==> config.mk <==
export PLATFORM = sky130hd
export DESIGN_NAME = exc_entry_ctrl
export DESIGN_NICKNAME = d
export VERILOG_FILES = /design/src/rtl/exc_pkg.sv /design/src/rtl/exc_arbiter.sv /design/src/rtl/exc_bank.sv /design/src/rtl/exc_status.sv /design/src/rtl/exc_entry_ctrl.sv
export SDC_FILE = /design/constraint.sdc
export NUM_CORES = 1
export LEC_CHECK = 0
export ABC_AREA = 0
export BUFFER_PORTS_ARGS = -buffer_cell sky130_fd_sc_hd__buf_2
export CAP_MARGIN = 10
export CORE_MARGIN = 1.5
export CORE_UTILIZATION = 63
export CTS_BUF_LIST = sky130_fd_sc_hd__clkbuf_4 sky130_fd_sc_hd__clkbuf_8
export DETAILED_ROUTE_END_ITERATION = 8
export GPL_TIMING_DRIVEN = 0
export HOLD_SLACK_MARGIN = 0.12
export PLACE_DENSITY = 0.81
export SETUP_SLACK_MARGIN = 0.05
export SKIP_LAST_GASP = 1
export SYNTH_ARGS = -nofsm -noshare
export SYNTH_HDL_FRONTEND = slang
export SYNTH_HIERARCHICAL = 1
export SYNTH_SLANG_ARGS = --single-unit
==> constraint.sdc <==
create_clock -name clk -period 4.85 [get_ports clk]
set_input_delay 0.2425 -clock clk [delete_from_list [all_inputs] [get_ports clk]]
set_output_delay 0.2425 -clock clk [all_outputs]
set_load 0.02 [all_outputs]
==> src/rtl/exc_pkg.sv <==
package exc_pkg;

    localparam int MODE_W    = 5;
    localparam int IMASK_BIT = 7;
    localparam int FMASK_BIT = 6;
    localparam int FLAG_LSB  = 28;
    localparam int NBANK     = 5;
    localparam int BANK_W    = $clog2(NBANK + 1);
    localparam int VEC_W     = 8;
    localparam int OFF_W     = 4;

    typedef enum logic [MODE_W-1:0] {
        M_USR = 5'b10000,
        M_FIQ = 5'b10001,
        M_IRQ = 5'b10010,
        M_SVC = 5'b10011,
        M_ABT = 5'b10111,
        M_UND = 5'b11011,
        M_SYS = 5'b11111
    } mode_e;

    typedef enum logic [2:0] {
        K_NONE, K_RESET, K_DABT, K_FIQ, K_IRQ, K_PABT, K_SWI, K_UND
    } kind_e;

    typedef enum logic [1:0] {
        S_BOOT, S_RUN, S_VECTOR, S_RESUME
    } state_e;

    localparam logic [BANK_W-1:0] BANK_NONE = '1;
    localparam logic [BANK_W-1:0] BANK_SVC  = BANK_W'(2);

    function automatic mode_e kind_mode(kind_e k);
        mode_e m;
        unique case (k)
            K_FIQ:          m = M_FIQ;
            K_IRQ:          m = M_IRQ;
            K_DABT, K_PABT: m = M_ABT;
            K_UND:          m = M_UND;
            default:        m = M_SVC;
        endcase
        return m;
    endfunction

    function automatic logic [VEC_W-1:0] kind_vector(kind_e k);
        logic [VEC_W-1:0] v;
        unique case (k)
            K_UND:   v = 8'h04;
            K_SWI:   v = 8'h08;
            K_PABT:  v = 8'h0C;
            K_DABT:  v = 8'h10;
            K_IRQ:   v = 8'h18;
            K_FIQ:   v = 8'h1C;
            default: v = 8'h00;
        endcase
        return v;
    endfunction

    function automatic logic [OFF_W-1:0] kind_ret_off(kind_e k);
        logic [OFF_W-1:0] o;
        unique case (k)
            K_DABT:               o = 4'd8;
            K_FIQ, K_IRQ, K_PABT: o = 4'd4;
            default:              o = 4'd0;
        endcase
        return o;
    endfunction

    function automatic logic [BANK_W-1:0] mode_bank(logic [MODE_W-1:0] m);
        logic [BANK_W-1:0] b;
        unique case (m)
            M_FIQ:   b = BANK_W'(0);
            M_IRQ:   b = BANK_W'(1);
            M_SVC:   b = BANK_SVC;
            M_ABT:   b = BANK_W'(3);
            M_UND:   b = BANK_W'(4);
            default: b = BANK_NONE;
        endcase
        return b;
    endfunction

    function automatic logic mode_legal(logic [MODE_W-1:0] m);
        logic ok;
        unique case (m)
            M_USR, M_FIQ, M_IRQ, M_SVC, M_ABT, M_UND, M_SYS: ok = 1'b1;
            default:                                         ok = 1'b0;
        endcase
        return ok;
    endfunction

endpackage

==> src/rtl/exc_arbiter.sv <==
module exc_arbiter
    import exc_pkg::*;
(
    input  logic  req_dabt,
    input  logic  req_fiq,
    input  logic  req_irq,
    input  logic  req_pabt,
    input  logic  req_swi,
    input  logic  req_und,
    input  logic  mask_i,
    input  logic  mask_f,
    output kind_e win
);

    always_comb begin
        if (req_dabt)                 win = K_DABT;
        else if (req_fiq && !mask_f)  win = K_FIQ;
        else if (req_irq && !mask_i)  win = K_IRQ;
        else if (req_pabt)            win = K_PABT;
        else if (req_und)             win = K_UND;
        else if (req_swi)             win = K_SWI;
        else                          win = K_NONE;
    end

endmodule

==> src/rtl/exc_bank.sv <==
module exc_bank
    import exc_pkg::*;
#(
    parameter int XLEN = 32,
    parameter int NB   = NBANK
) (
    input  logic              clk,
    input  logic              rst_n,
    input  logic              wr_en,
    input  logic [BANK_W-1:0] wr_idx,
    input  logic [XLEN-1:0]   wr_sr,
    input  logic [XLEN-1:0]   wr_lr,
    input  kind_e             wr_kind,
    input  logic [BANK_W-1:0] rd_idx,
    output logic [XLEN-1:0]   rd_sr,
    output logic [XLEN-1:0]   rd_lr,
    output kind_e             rd_kind,
    output logic              rd_hit
);

    logic [XLEN-1:0] sr_all   [NB];
    logic [XLEN-1:0] lr_all   [NB];
    kind_e           kind_all [NB];

    for (genvar b = 0; b < NB; b++) begin : g_bank
        logic [XLEN-1:0] sr_q;
        logic [XLEN-1:0] lr_q;
        kind_e           kind_q;

        always_ff @(posedge clk or negedge rst_n) begin
            if (!rst_n) begin
                sr_q   <= '0;
                lr_q   <= '0;
                kind_q <= (BANK_W'(b) == BANK_SVC) ? K_RESET : K_NONE;
            end else if (wr_en && wr_idx == BANK_W'(b)) begin
                sr_q   <= wr_sr;
                lr_q   <= wr_lr;
                kind_q <= wr_kind;
            end
        end

        assign sr_all[b]   = sr_q;
        assign lr_all[b]   = lr_q;
        assign kind_all[b] = kind_q;
    end

    always_comb begin
        rd_sr   = '0;
        rd_lr   = '0;
        rd_kind = K_NONE;
        rd_hit  = 1'b0;
        for (int b = 0; b < NB; b++) begin
            if (rd_idx == BANK_W'(b)) begin
                rd_sr   = sr_all[b];
                rd_lr   = lr_all[b];
                rd_kind = kind_all[b];
                rd_hit  = 1'b1;
            end
        end
    end

endmodule

==> src/rtl/exc_status.sv <==
module exc_status
    import exc_pkg::*;
#(
    parameter int XLEN = 32
) (
    input  logic            clk,
    input  logic            rst_n,
    input  logic            take,
    input  kind_e           kind,
    input  logic            ret_take,
    input  logic [XLEN-1:0] ret_sr,
    input  logic            wr_take,
    input  logic [XLEN-1:0] wr_data,
    output logic [XLEN-1:0] sr_q
);

    logic [XLEN-1:0] sr_d;

    always_comb begin
        sr_d = sr_q;
        if (take) begin
            sr_d[MODE_W-1:0] = kind_mode(kind);
            sr_d[IMASK_BIT]  = 1'b1;
            if (kind == K_FIQ) begin
                sr_d[FMASK_BIT] = 1'b1;
            end
        end else if (ret_take) begin
            sr_d = ret_sr;
        end else if (wr_take) begin
            if (sr_q[MODE_W-1:0] == M_USR) begin
                sr_d[XLEN-1:FLAG_LSB] = wr_data[XLEN-1:FLAG_LSB];
            end else begin
                sr_d = wr_data;
                if (!mode_legal(wr_data[MODE_W-1:0])) begin
                    sr_d[MODE_W-1:0] = sr_q[MODE_W-1:0];
                end
            end
        end
    end

    always_ff @(posedge clk or negedge rst_n) begin
        if (!rst_n) begin
            sr_q               <= '0;
            sr_q[MODE_W-1:0]   <= M_SVC;
            sr_q[IMASK_BIT]    <= 1'b1;
            sr_q[FMASK_BIT]    <= 1'b1;
        end else begin
            sr_q <= sr_d;
        end
    end

endmodule

==> src/rtl/exc_entry_ctrl.sv <==
module exc_entry_ctrl
    import exc_pkg::*;
#(
    parameter int XLEN = 32
) (
    input  logic            clk,
    input  logic            rst_n,
    input  logic            req_dabt,
    input  logic            req_fiq,
    input  logic            req_irq,
    input  logic            req_pabt,
    input  logic            req_swi,
    input  logic            req_und,
    input  logic [XLEN-1:0] link_addr,
    input  logic            ret_req,
    input  logic            sr_wr_en,
    input  logic [XLEN-1:0] sr_wr_data,
    output logic [XLEN-1:0] status,
    output logic            redirect,
    output logic [XLEN-1:0] redirect_addr
);

    state_e            state_q, state_d;
    kind_e             win;
    logic              live, take, ret_take, wr_take;
    logic [BANK_W-1:0] rd_idx, wr_idx;
    logic [XLEN-1:0]   rd_sr, rd_lr, resume, tgt_q;
    kind_e             rd_kind;
    logic              rd_hit;

    assign live = (state_q != S_BOOT);

    exc_arbiter u_arb (
        .req_dabt (req_dabt),
        .req_fiq  (req_fiq),
        .req_irq  (req_irq),
        .req_pabt (req_pabt),
        .req_swi  (req_swi),
        .req_und  (req_und),
        .mask_i   (status[IMASK_BIT]),
        .mask_f   (status[FMASK_BIT]),
        .win      (win)
    );

    assign take   = live && (win != K_NONE);
    assign rd_idx = mode_bank(status[MODE_W-1:0]);
    assign wr_idx = mode_bank(kind_mode(win));

    exc_bank #(.XLEN(XLEN), .NB(NBANK)) u_bank (
        .clk     (clk),
        .rst_n   (rst_n),
        .wr_en   (take),
        .wr_idx  (wr_idx),
        .wr_sr   (status),
        .wr_lr   (link_addr),
        .wr_kind (win),
        .rd_idx  (rd_idx),
        .rd_sr   (rd_sr),
        .rd_lr   (rd_lr),
        .rd_kind (rd_kind),
        .rd_hit  (rd_hit)
    );

    assign ret_take = live && !take && ret_req && rd_hit
                      && (rd_kind != K_RESET) && (rd_kind != K_NONE);
    assign wr_take  = live && !take && !ret_take && sr_wr_en;
    assign resume   = rd_lr - XLEN'(kind_ret_off(rd_kind));

    exc_status #(.XLEN(XLEN)) u_sr (
        .clk      (clk),
        .rst_n    (rst_n),
        .take     (take),
        .kind     (win),
        .ret_take (ret_take),
        .ret_sr   (rd_sr),
        .wr_take  (wr_take),
        .wr_data  (sr_wr_data),
        .sr_q     (status)
    );

    always_comb begin
        unique case (state_q)
            S_BOOT:                    state_d = S_RUN;
            S_RUN, S_VECTOR, S_RESUME: state_d = take     ? S_VECTOR :
                                                 ret_take ? S_RESUME : S_RUN;
        endcase
    end

    always_ff @(posedge clk or negedge rst_n) begin
        if (!rst_n) begin
            state_q <= S_BOOT;
            tgt_q   <= '0;
        end else begin
            state_q <= state_d;
            if (take) begin
                tgt_q <= XLEN'(kind_vector(win));
            end else if (ret_take) begin
                tgt_q <= resume;
            end
        end
    end

    always_comb begin
        unique case (state_q)
            S_BOOT: begin
                redirect      = 1'b1;
                redirect_addr = '0;
            end
            S_VECTOR, S_RESUME: begin
                redirect      = 1'b1;
                redirect_addr = tgt_q;
            end
            S_RUN: begin
                redirect      = 1'b0;
                redirect_addr = '0;
            end
        endcase
    end

endmodule

* Word-level counts from Yosys, hierarchy flattened *
Index checks and enable logic that the tools add are counted.
W data, S select, Z words.

word-level totals
  latch bits = 0
  bits in registers = 401
  memory bits (read-only) = 0
  input bits = 74
  memories = 0
  memory bits (writable) = 0

cells by class
  div/mod/pow operators = 0
  multipliers = 0
  equal/unequal tests = 43
  add/subtract/negate cells = 1
  muxes and demuxes = 50
  reduce and logical (&&, ||, !) cells = 41
  shift-type cells = 0
  order comparisons = 0
  bitwise logic cells = 1

operators with widths
  kind                  number
  $mux W32              14
  $eq A5 B5 Y1 const B  18
  $pmux W32 S2          1
  $mux W3               11
  $sub A32 B4 Y32       1
  $pmux W3 S5           2
  $pmux W5 S6           1
  $mux W28              1
  $eq A3 B2 Y1 const B  8
  $eq A3 B3 Y1 const B  8
  $pmux W4 S4           1
  $logic_and A1 B1 Y1   15
  $reduce_bool A3 Y1    4
  $mux W1               11
  $mux W5               2
  $reduce_and A3 Y1     3
  $reduce_or A3 Y1      3
  $pmux W4 S2           1
  $reduce_or A7 Y1      1
  $eq A3 B1 Y1 const B  2
  $logic_not A3 Y1      2
  $mux W2               3
  $reduce_bool A2 Y1    3
  $reduce_or A2 Y1      3
  12 further kinds      17

* Logic depth before layout (Yosys ltp) *
Gate-level depths: netlist of the first run.

  depth in word-level cells = 25
  gate-level depth with buffers = 19

* Cells and area by module *
Netlist of the first run, hierarchy kept.

by module, submodules not included
  module          area each (µm²)  cells each  sequential area each (µm²)  instances
  exc_bank        15018.2          1105        8384.3                      1
  exc_entry_ctrl  2296.0           277         850.8                       1
  exc_status      1624.1           138         807.0                       1
  exc_arbiter     82.6             10          0.0                         1

* Worst setup path before layout of the first run *
Ideal clock, no wire load.

  path kind = reg2reg
  start = register u_sr.sr_q[1]
  end = register tgt_q[30]
  arrival time = 4.117 ns
  path slack = 0.605 ns
  data required time = 4.722 ns
  cell stages (with the launch flop) = 18
  period minus slack after synthesis = 4.245 ns
  buffers on the path = 3
  path through = dfstp_2 > nand2b_1 > nand3_1 > o21ai_0 > nand2_1 > buf_2 > or3b_1 > buf_2 > clkbuf_1 > a31oi_1 > mux2i_1 > ha_1 > fa_1 > or4b_4 > nor4_4 > nor3b_2 > xnor2_1 > o21ai_2

between the ends
  cells in the longest elaborated chain, start to end = 14
  elaborated cells on any way between the ends = 41

RTL lines
  what                                                 line                  source
  start: declaration                                   exc_status.sv:14      output logic [XLEN-1:0] sr_q
  start signal: assignment                             exc_status.sv:48      sr_q <= sr_d;
  $eq A5 B5 Y1                                         exc_pkg.sv:71         unique case (m)
  $pmux W3 S5 *                                        exc_pkg.sv:71
  net rd_idx[1]                                        exc_entry_ctrl.sv:26  logic [BANK_W-1:0] rd_idx, wr_idx;
  $logic_not A3 Y1                                     exc_bank.sv:53        if (rd_idx == BANK_W'(b)) begin
  $mux W3 (4 in a row)                                 exc_bank.sv:53
  $mux W3 *                                            exc_bank.sv:53
  net rd_kind[2]                                       exc_entry_ctrl.sv:28  kind_e rd_kind;
  $eq A3 B2 Y1 / $eq A3 B3 Y1 (equally long branches)  exc_pkg.sv:61         unique case (k)
  $reduce_or A3 Y1                                     exc_pkg.sv:61
  $pmux W4 S2                                          exc_pkg.sv:61
  $sub A32 B4 Y32                                      exc_entry_ctrl.sv:67  assign resume = rd_lr - XLEN'(kind_ret_off(rd_kind));
  $mux W32                                             exc_entry_ctrl.sv:97  end else if (ret_take) begin
  $mux W32                                             exc_entry_ctrl.sv:95  if (take) begin
  end signal: assignment                               exc_entry_ctrl.sv:96  tgt_q <= XLEN'(kind_vector(win));
  end signal: assignment                               exc_entry_ctrl.sv:98  tgt_q <= resume;
  end: declaration                                     exc_entry_ctrl.sv:27  logic [XLEN-1:0] rd_sr, rd_lr, resume, tgt_q;

Mark *: on every way through the listed nets, which the timed path passes. The rest lies on a longest branch. The select of a mux whose other input is x is not followed.
A chain may end at the register's enable or synchronous reset.

* Worst setup path after layout of the first run *
  start = register u_sr.sr_q[1]
  end = register u_sr.sr_q[27]

between the ends
  cells in the longest elaborated chain, start to end = 16
  elaborated cells on any way between the ends = 39

RTL lines
  what                                 line                  source
  $eq A5 B5 Y1                         exc_pkg.sv:71
  $pmux W3 S5 *                        exc_pkg.sv:71
  net rd_idx[1]                        exc_entry_ctrl.sv:26
  $logic_not A3 Y1                     exc_bank.sv:53
  $mux W3 (4 in a row)                 exc_bank.sv:53
  $mux W3 *                            exc_bank.sv:53
  net rd_kind[1]                       exc_entry_ctrl.sv:28
  $ne A3 B1 Y1                         exc_entry_ctrl.sv:65  && (rd_kind != K_RESET) && (rd_kind != K_NONE);
  $logic_and A1 B1 Y1                  exc_entry_ctrl.sv:65
  $logic_and A1 B1 Y1 *                exc_entry_ctrl.sv:65
  net ret_take                         exc_entry_ctrl.sv:25  logic live, take, ret_take, wr_take;
  $logic_not A1 Y1                     exc_entry_ctrl.sv:66  assign wr_take = live && !take && !ret_take && sr_wr_en;
  $logic_and A1 B1 Y1 (2 in a row)     exc_entry_ctrl.sv:66
  $reduce_bool A2 Y1 (no source line)  --
  $reduce_and A3 Y1 (no source line)   --

Mark *: on every way through the listed nets, which the timed path passes. The rest lies on a longest branch.

==> impl_metrics.yaml, run 1 <==
outcome:
  outcome: "finished clean"
synth:
  async_flop_share: 1.00
  synthesized_net_count: 1607
  syn_area_sq_um: 19000
  synth_cell_types: 69
  synthesis.yosys.warnings: 6
  number_of_enable_flip_flop_cells_after_synthesis: 0
  synth_ff_type: "sky130_fd_sc_hd__dfrtp_1"
  netlist_instances: 1530
  synth-seq-cells: 401
  synth_area_per_cell_sq_um: 12.4
  synth_seq_area_share: 0.528
min_path:
  hold_path_class: "input port to async pin"
worst_setup_path:
  timing.critical_path.arrival_ps: 5110
  critical-path-max-stage-delay_ps: 720
  critPathSlowestCell: "sky130_fd_sc_hd__dfstp_4"
  critical_path.cell_chain: "nand2b_1, nand3_1, o21ai_0, nand2_1, buf_2, or3b_1, buf_2, clkbuf_2, nor2_1, a31oi_2, o211ai_1, or3_1, buf_2, inv_2, nor2b_1, o21ai_2, buf_6, o22a_1, o22a_1"
  endpoint_kind: "flip-flop"
  cp_required_ps: 5320
  worst_path_most_repeated_cell: "sky130_fd_sc_hd__buf_2"
  critPathKind: "flip-flop to flip-flop"
  crit_path_max_fanout: 13
  crit_path_start_kind: "flip-flop"
sta:
  rsz_0062_raised_after_global_routing: "yes"
  fin_worst_skew_ps: 29.6
  max_clock_freq_ghz: 0.216
  relSlewSlack: 0.143
  timing.final.crit_period_ps: 4630
  timing_max_transition_violations_final: 0
  min_period_over_period: 0.956
  timing.setup.tns_ps: 0
  timing.final.hold_violations: 0
  timing_worst_slew_pin_value_ps: 1280
  final.setup.worst_slack_ps: 216
  setup_viol: 0
  timing.hold.ws_ps: 166
routing:
  detail_route.first_pass.iterations: 5
  met3_length_mm: 3.49
  first_iter_violations: 1012
  drt_wl_total_mm: 48.6
  wl_per_cell_microns: 21.7
  met1Wirelength_mm: 20.2
  top_signal_layer_used: "met4"
  num_vias: 13900
  drc: 0
  routed_via_density: 6.20
  antenna_violating_nets_post_route: 0
  met2_length_mm: 23.6
power:
  power_density_of_the_placed_cells_nw_per_um2: 713
  ir_worst_vdd_v: 0.000401
  power.leakage_nw: 9.80
floorplanning:
  die_width_microns: 177
  dieArea_sq_um: 31200
  number_of_rows_in_the_core_area: 63
  floorplan.core_area_sq_um: 29600
  io-pin-count: 139
  die_h_microns: 177
  start_util: 0.642
placed_design:
  portBuffers: 138
  pre_cts_ws_ps: -249
  dp_cells: 2062
  detailed_placer_s_ending_hpwl_mm: 31.4
  global_placer_s_final_weighted_congestion: 0.860
clocking:
  tritoncts.num_buffers: 67
  cts_tree: "yes"
  ctsLongestPathBuffers: 3
  clk_root_buffer_cell: "sky130_fd_sc_hd__clkbuf_8"
  ctsHtreeMaxLevel: 3
  clk_transition_reported_paths_ps: 60
  clkLatencyLatePin_ps: 580
  cts_sinks: 401
final_layout:
  nets: 1881
  register_area_sq_um: 10000
  fill_cells: 1984
  layout-drive-gt1-share: 0.360
  final_common_cell: "sky130_fd_sc_hd__dfrtp_1"
  multi_input_comb_area_sq_um: 8350
  final-instance-count-excl-fill: 2238
  layout-area-overhead-vs-synth_pct: 17.4
  layout.cells.most_common_list: "sky130_fd_sc_hd__dfrtp_1 (395), sky130_fd_sc_hd__mux2_2 (312), sky130_fd_sc_hd__buf_2 (171)"
global_routing:
  globalRoute.totalOverflow: 0
  antenna_found_initial: 1
  track_usage: 0.317
  first_global_vias: 14300
  grt_pass1_wl_mm: 76.9
  grt_max_degree: 130
flow_run:
  max_cap_violations: 0
==> final cells by class <==
type                            instances  area share
Antenna cell                            1    0.000112
Buffer                                112      0.0279
Clock buffer                          107      0.0598
Clock inverter                          5     0.00174
Inverter                                9     0.00151
Multi-Input combinational cell       1008       0.374
Sequential cell                       401       0.450
Tap cell                              390      0.0218
Timing Repair Buffer                  205      0.0634
==> stage by stage <==
stage / util / area, sq um / total power, mW
CTS: 0.753 / 22300 / 15.8
global route: 0.754 / 22300 / 16.8
detailed placement: 0.685 / 20300 / 12.7
global placement: 0.682 / 20200 / 12.4
floorplan: - / 19000 / 10.6
finish: 0.754 / 22300 / 15.9
==> cell usage after synthesis (all sizes together), types with 7 or more instances <==
master  instances  share of area
xor2           11         0.0051
a21oi           7         0.0020
mux2          406           0.24
dfrtp         395           0.52
nor4           12         0.0059
nand2         116          0.023
nor2b          10         0.0041
xnor2          15         0.0069
buf            62          0.023
o21ai          40          0.012
a31oi          72          0.024
o22a           44          0.020
clkbuf         50         0.0099
inv             9         0.0018
a32oi          67          0.031
nor3            8         0.0024
and2           34          0.011
nor2           94          0.019
nand2b         10         0.0033
==> worst max-delay path: cells and delay by family, from the launching register on <==
| kind | cells | cell delay [ps] |
|---|---|---|
| AOI/OAI and AO/OA | 6 | 1090 |
| DFF | 1 | 720 |
| buffers and inverters | 6 | 1370 |
| and+or+nand+nor | 7 | 1330 |
==> what timing repair did <==
action / 4_1_cts / 5_1_grt
hold buffers: 61 / 0
endpoints found under the hold margin: 548 / 0
setup endpoints to repair: 31 / 37
pin swaps: 1 / 0
resized for setup: 3 / 9
setup buffers: 2 / 0
==> power by group <==
group	switching, mW	internal (mW)
registers	0.936	4.82
clock network	1.32	1.74
logic	3.97	3.13
==> path summary, 6_finish.rpt <==
| check | start | to | slack [ps] | depth (start not counted) |
|---|---|---|---|---|
| max in group asynchronous | rst_n | u_bank/g_bank[1].lr_q[29] | 3660 | 3 |
| min in group clk | sr_wr_data[4] | u_sr/sr_q[4] | 190 | 4 |
| min | rst_n | u_bank/g_bank[4].lr_q[8] | 170 | 2 |
| max reg2reg | u_sr/sr_q[1] | u_sr/sr_q[27] | 220 | 19 |
| min reg2reg | tgt_q[9] | tgt_q[9] | 470 | 2 |
| max | u_sr/sr_q[1] | u_sr/sr_q[27] | 220 | 19 |
==> sequential cells by signal, summed over array words and instances, names as in the netlist <==
name,count
u_bank/g_bank.lr_q,160
u_bank/g_bank.sr_q,160
tgt_q,32
u_sr/sr_q,32
u_bank/g_bank.kind_q,15
state_q,2
==> cell families (layout without fill, tap and decap cells) <==
logic type / after synthesis / count (layout) / synth area share
mux: 408 / 408 / 0.241
flops: 401 / 401 / 0.528
simple gates: 320 / 320 / 0.0838
compound gates: 250 / 250 / 0.0976
buf+inv: 121 / 438 / 0.0343
xor+xnor: 26 / 26 / 0.0120
fa+ha+maj: 4 / 4 / 0.00289
other cells: 0 / 1 / 0
==> per-layer routing <==
layer,GRT usage,vias up
met1,0.426,7015
met4,0.116,0
li1,-,6159
met5,0,-
met3,0.0571,111
met2,0.517,591
Note: power is estimated with default switching activity, not from simulation.
==> inputs of run 2 (changes only) <==
--- a/config.mk
+++ b/config.mk
@@ -14,3 +14,3 @@
 export DETAILED_ROUTE_END_ITERATION = 8
-export GPL_TIMING_DRIVEN = 0
+export GPL_TIMING_DRIVEN = 1
 export HOLD_SLACK_MARGIN = 0.12
--- a/constraint.sdc
+++ b/constraint.sdc
@@ -3,2 +3,2 @@
 set_output_delay 0.2425 -clock clk [all_outputs]
-set_load 0.02 [all_outputs]
+set_load 0.1 [all_outputs]
==> impl_metrics.yaml, run 2 (synthesis results as in run 1) <==
routing:
  first_iter_violations: 1036
  wl_per_cell_microns: 21.5
  detail_route.first_pass.iterations: 7
  num_vias: 13500
  antenna_violating_nets_post_route: 0
  drc: 0
  routed_via_density: 6.23
  drt_wl_total_mm: 46.6
outcome:
  outcome: "finished clean"
sta:
  timing.final.hold_violations: 0
  fin_worst_skew_ps: 36.5
  relSlewSlack: 0.151
  rsz_0062_raised_after_global_routing: "no"
  timing.final.crit_period_ps: 4560
  timing_worst_slew_pin_value_ps: 1270
  max_clock_freq_ghz: 0.219
  timing_max_transition_violations_final: 0
  final.setup.worst_slack_ps: 288
  timing.setup.tns_ps: 0
  setup_viol: 0
  min_period_over_period: 0.941
worst_setup_path:
  critPathKind: "flip-flop to flip-flop"
  endpoint_kind: "flip-flop"
  cp_required_ps: 5340
  crit_path_start_kind: "flip-flop"
  worst_r2r_path_depth: 14
  timing.critical_path.arrival_ps: 5050
  crit_path_max_fanout: 13
global_routing:
  antenna_found_initial: 0
  track_usage: 0.305
  grt_max_degree: 148
  first_global_vias: 14200
  globalRoute.totalOverflow: 0
  grt_pass1_wl_mm: 74.7
final_layout:
  utilization: 0.745
  biggestRegsByFlops: "u_bank/g_bank.lr_q x160, u_bank/g_bank.sr_q x160"
  layout-drive-gt1-share: 0.364
  antenna-diode-count: 0
  layout-area-overhead-vs-synth_pct: 16.1
  final_common_cell: "sky130_fd_sc_hd__dfrtp_1"
  nets: 1807
  layout.cells.most_common_list: "sky130_fd_sc_hd__dfrtp_1 (395), sky130_fd_sc_hd__mux2_2 (312), sky130_fd_sc_hd__buf_2 (137)"
  post-route-cell-area_sq_um: 22100
clocking:
  clkLatencyLatePin_ps: 600
  clk_root_buffer_cell: "sky130_fd_sc_hd__clkbuf_8"
  tritoncts.num_buffers: 68
  ctsLongestPathBuffers: 3
  cts_sinks: 401
  ctsHtreeMaxLevel: 3
  cts_tree: "yes"
  cts_resized: 0
  clk_transition_reported_paths_ps: 60
power:
  power_density_of_the_placed_cells_nw_per_um2: 760
  ir_worst_vdd_v: 0.000505
  p_total_mw: 16.8
  power.leakage_nw: 9.67
placed_design:
  global_placer_s_final_weighted_congestion: 0.852
  detailed_placer_s_ending_hpwl_mm: 28.4
  place_area_sq_um: 20000
  pre_cts_ws_ps: 250
  portBuffers: 138
floorplanning:
  dieArea_sq_um: 31200
  die_h_microns: 177
  number_of_rows_in_the_core_area: 63
  die_width_microns: 177
  io-pin-count: 139
  start_util: 0.642
  floorplan.core_area_sq_um: 29600
flow_run:
  max_cap_violations: 0
min_path:
  hold_path_class: "input port to async pin"
-- run 2: worst max-delay path, stage by stage (launching register included) --
cell and delay (ps):
sky130_fd_sc_hd__dfstp_2 680, sky130_fd_sc_hd__maj3_1 210, sky130_fd_sc_hd__nand3b_1 290, sky130_fd_sc_hd__nor2_1 540, sky130_fd_sc_hd__a32oi_1 190, sky130_fd_sc_hd__a31oi_1 340
sky130_fd_sc_hd__nand2_1 100, sky130_fd_sc_hd__mux2i_1 150, sky130_fd_sc_hd__ha_1 220, sky130_fd_sc_hd__fa_1 240, sky130_fd_sc_hd__or4b_4 530, sky130_fd_sc_hd__nor4_4 450
sky130_fd_sc_hd__nor3b_2 280, sky130_fd_sc_hd__xnor2_1 150, sky130_fd_sc_hd__o21ai_2 60
-- run 2: repair_timing --
action	CTS	global route
hold buffers	61	0
setup endpoints to repair	0	3
buffers inserted	0	0
hold endpoints to repair	306	0
-- run 2: layout make-up --
type	count	area, sq um
sequential	401	10000
multi-input combinational	1008	8390
fill	1934	7550
timing repair buffer	242	1680
clock buffer	106	1370
tap	390	488
clock inverter	11	83.8
inverter	9	33.8
-- run 2: final timing paths --
path	start	endpoint	slack, ps
min in group clk	sr_wr_data[4]	u_sr/sr_q[4]	170
max in group asynchronous	rst_n	u_bank/g_bank[1].sr_q[9]	3390
min	rst_n	u_bank/g_bank[0].lr_q[11]	150
max reg2reg	u_sr/sr_q[1]	tgt_q[30]	290
min reg2reg	tgt_q[11]	tgt_q[11]	480
max	u_sr/sr_q[1]	tgt_q[30]	290
-- run 2: layer usage --
layer	GRT usage	vias to the layer above	part of all wire
met5	0	-	0
met4	0.128	0	0.032
met3	0.0623	109	0.072
met2	0.500	554	0.48
met1	0.397	6841	0.41
li1	-	6000	-
-- run 2: through the flow --
| stage | hold WS [ps] | instances |
|---|---|---|
| 6_report | 149 | 2167 |
| 5_1_grt | 168 | 2167 |
| 4_1_cts | 135 | 2167 |
| 3_5_place_dp | 173 | 1989 |
| 3_3_place_gp | 163 | 1989 |
| 2_1_floorplan | -53.1 | 1530 |
-- run 2: where the power goes --
part,internal (mW),switching (mW)
Sequential,4.82,0.924
Clock,1.80,1.36
Combinational,3.12,4.77
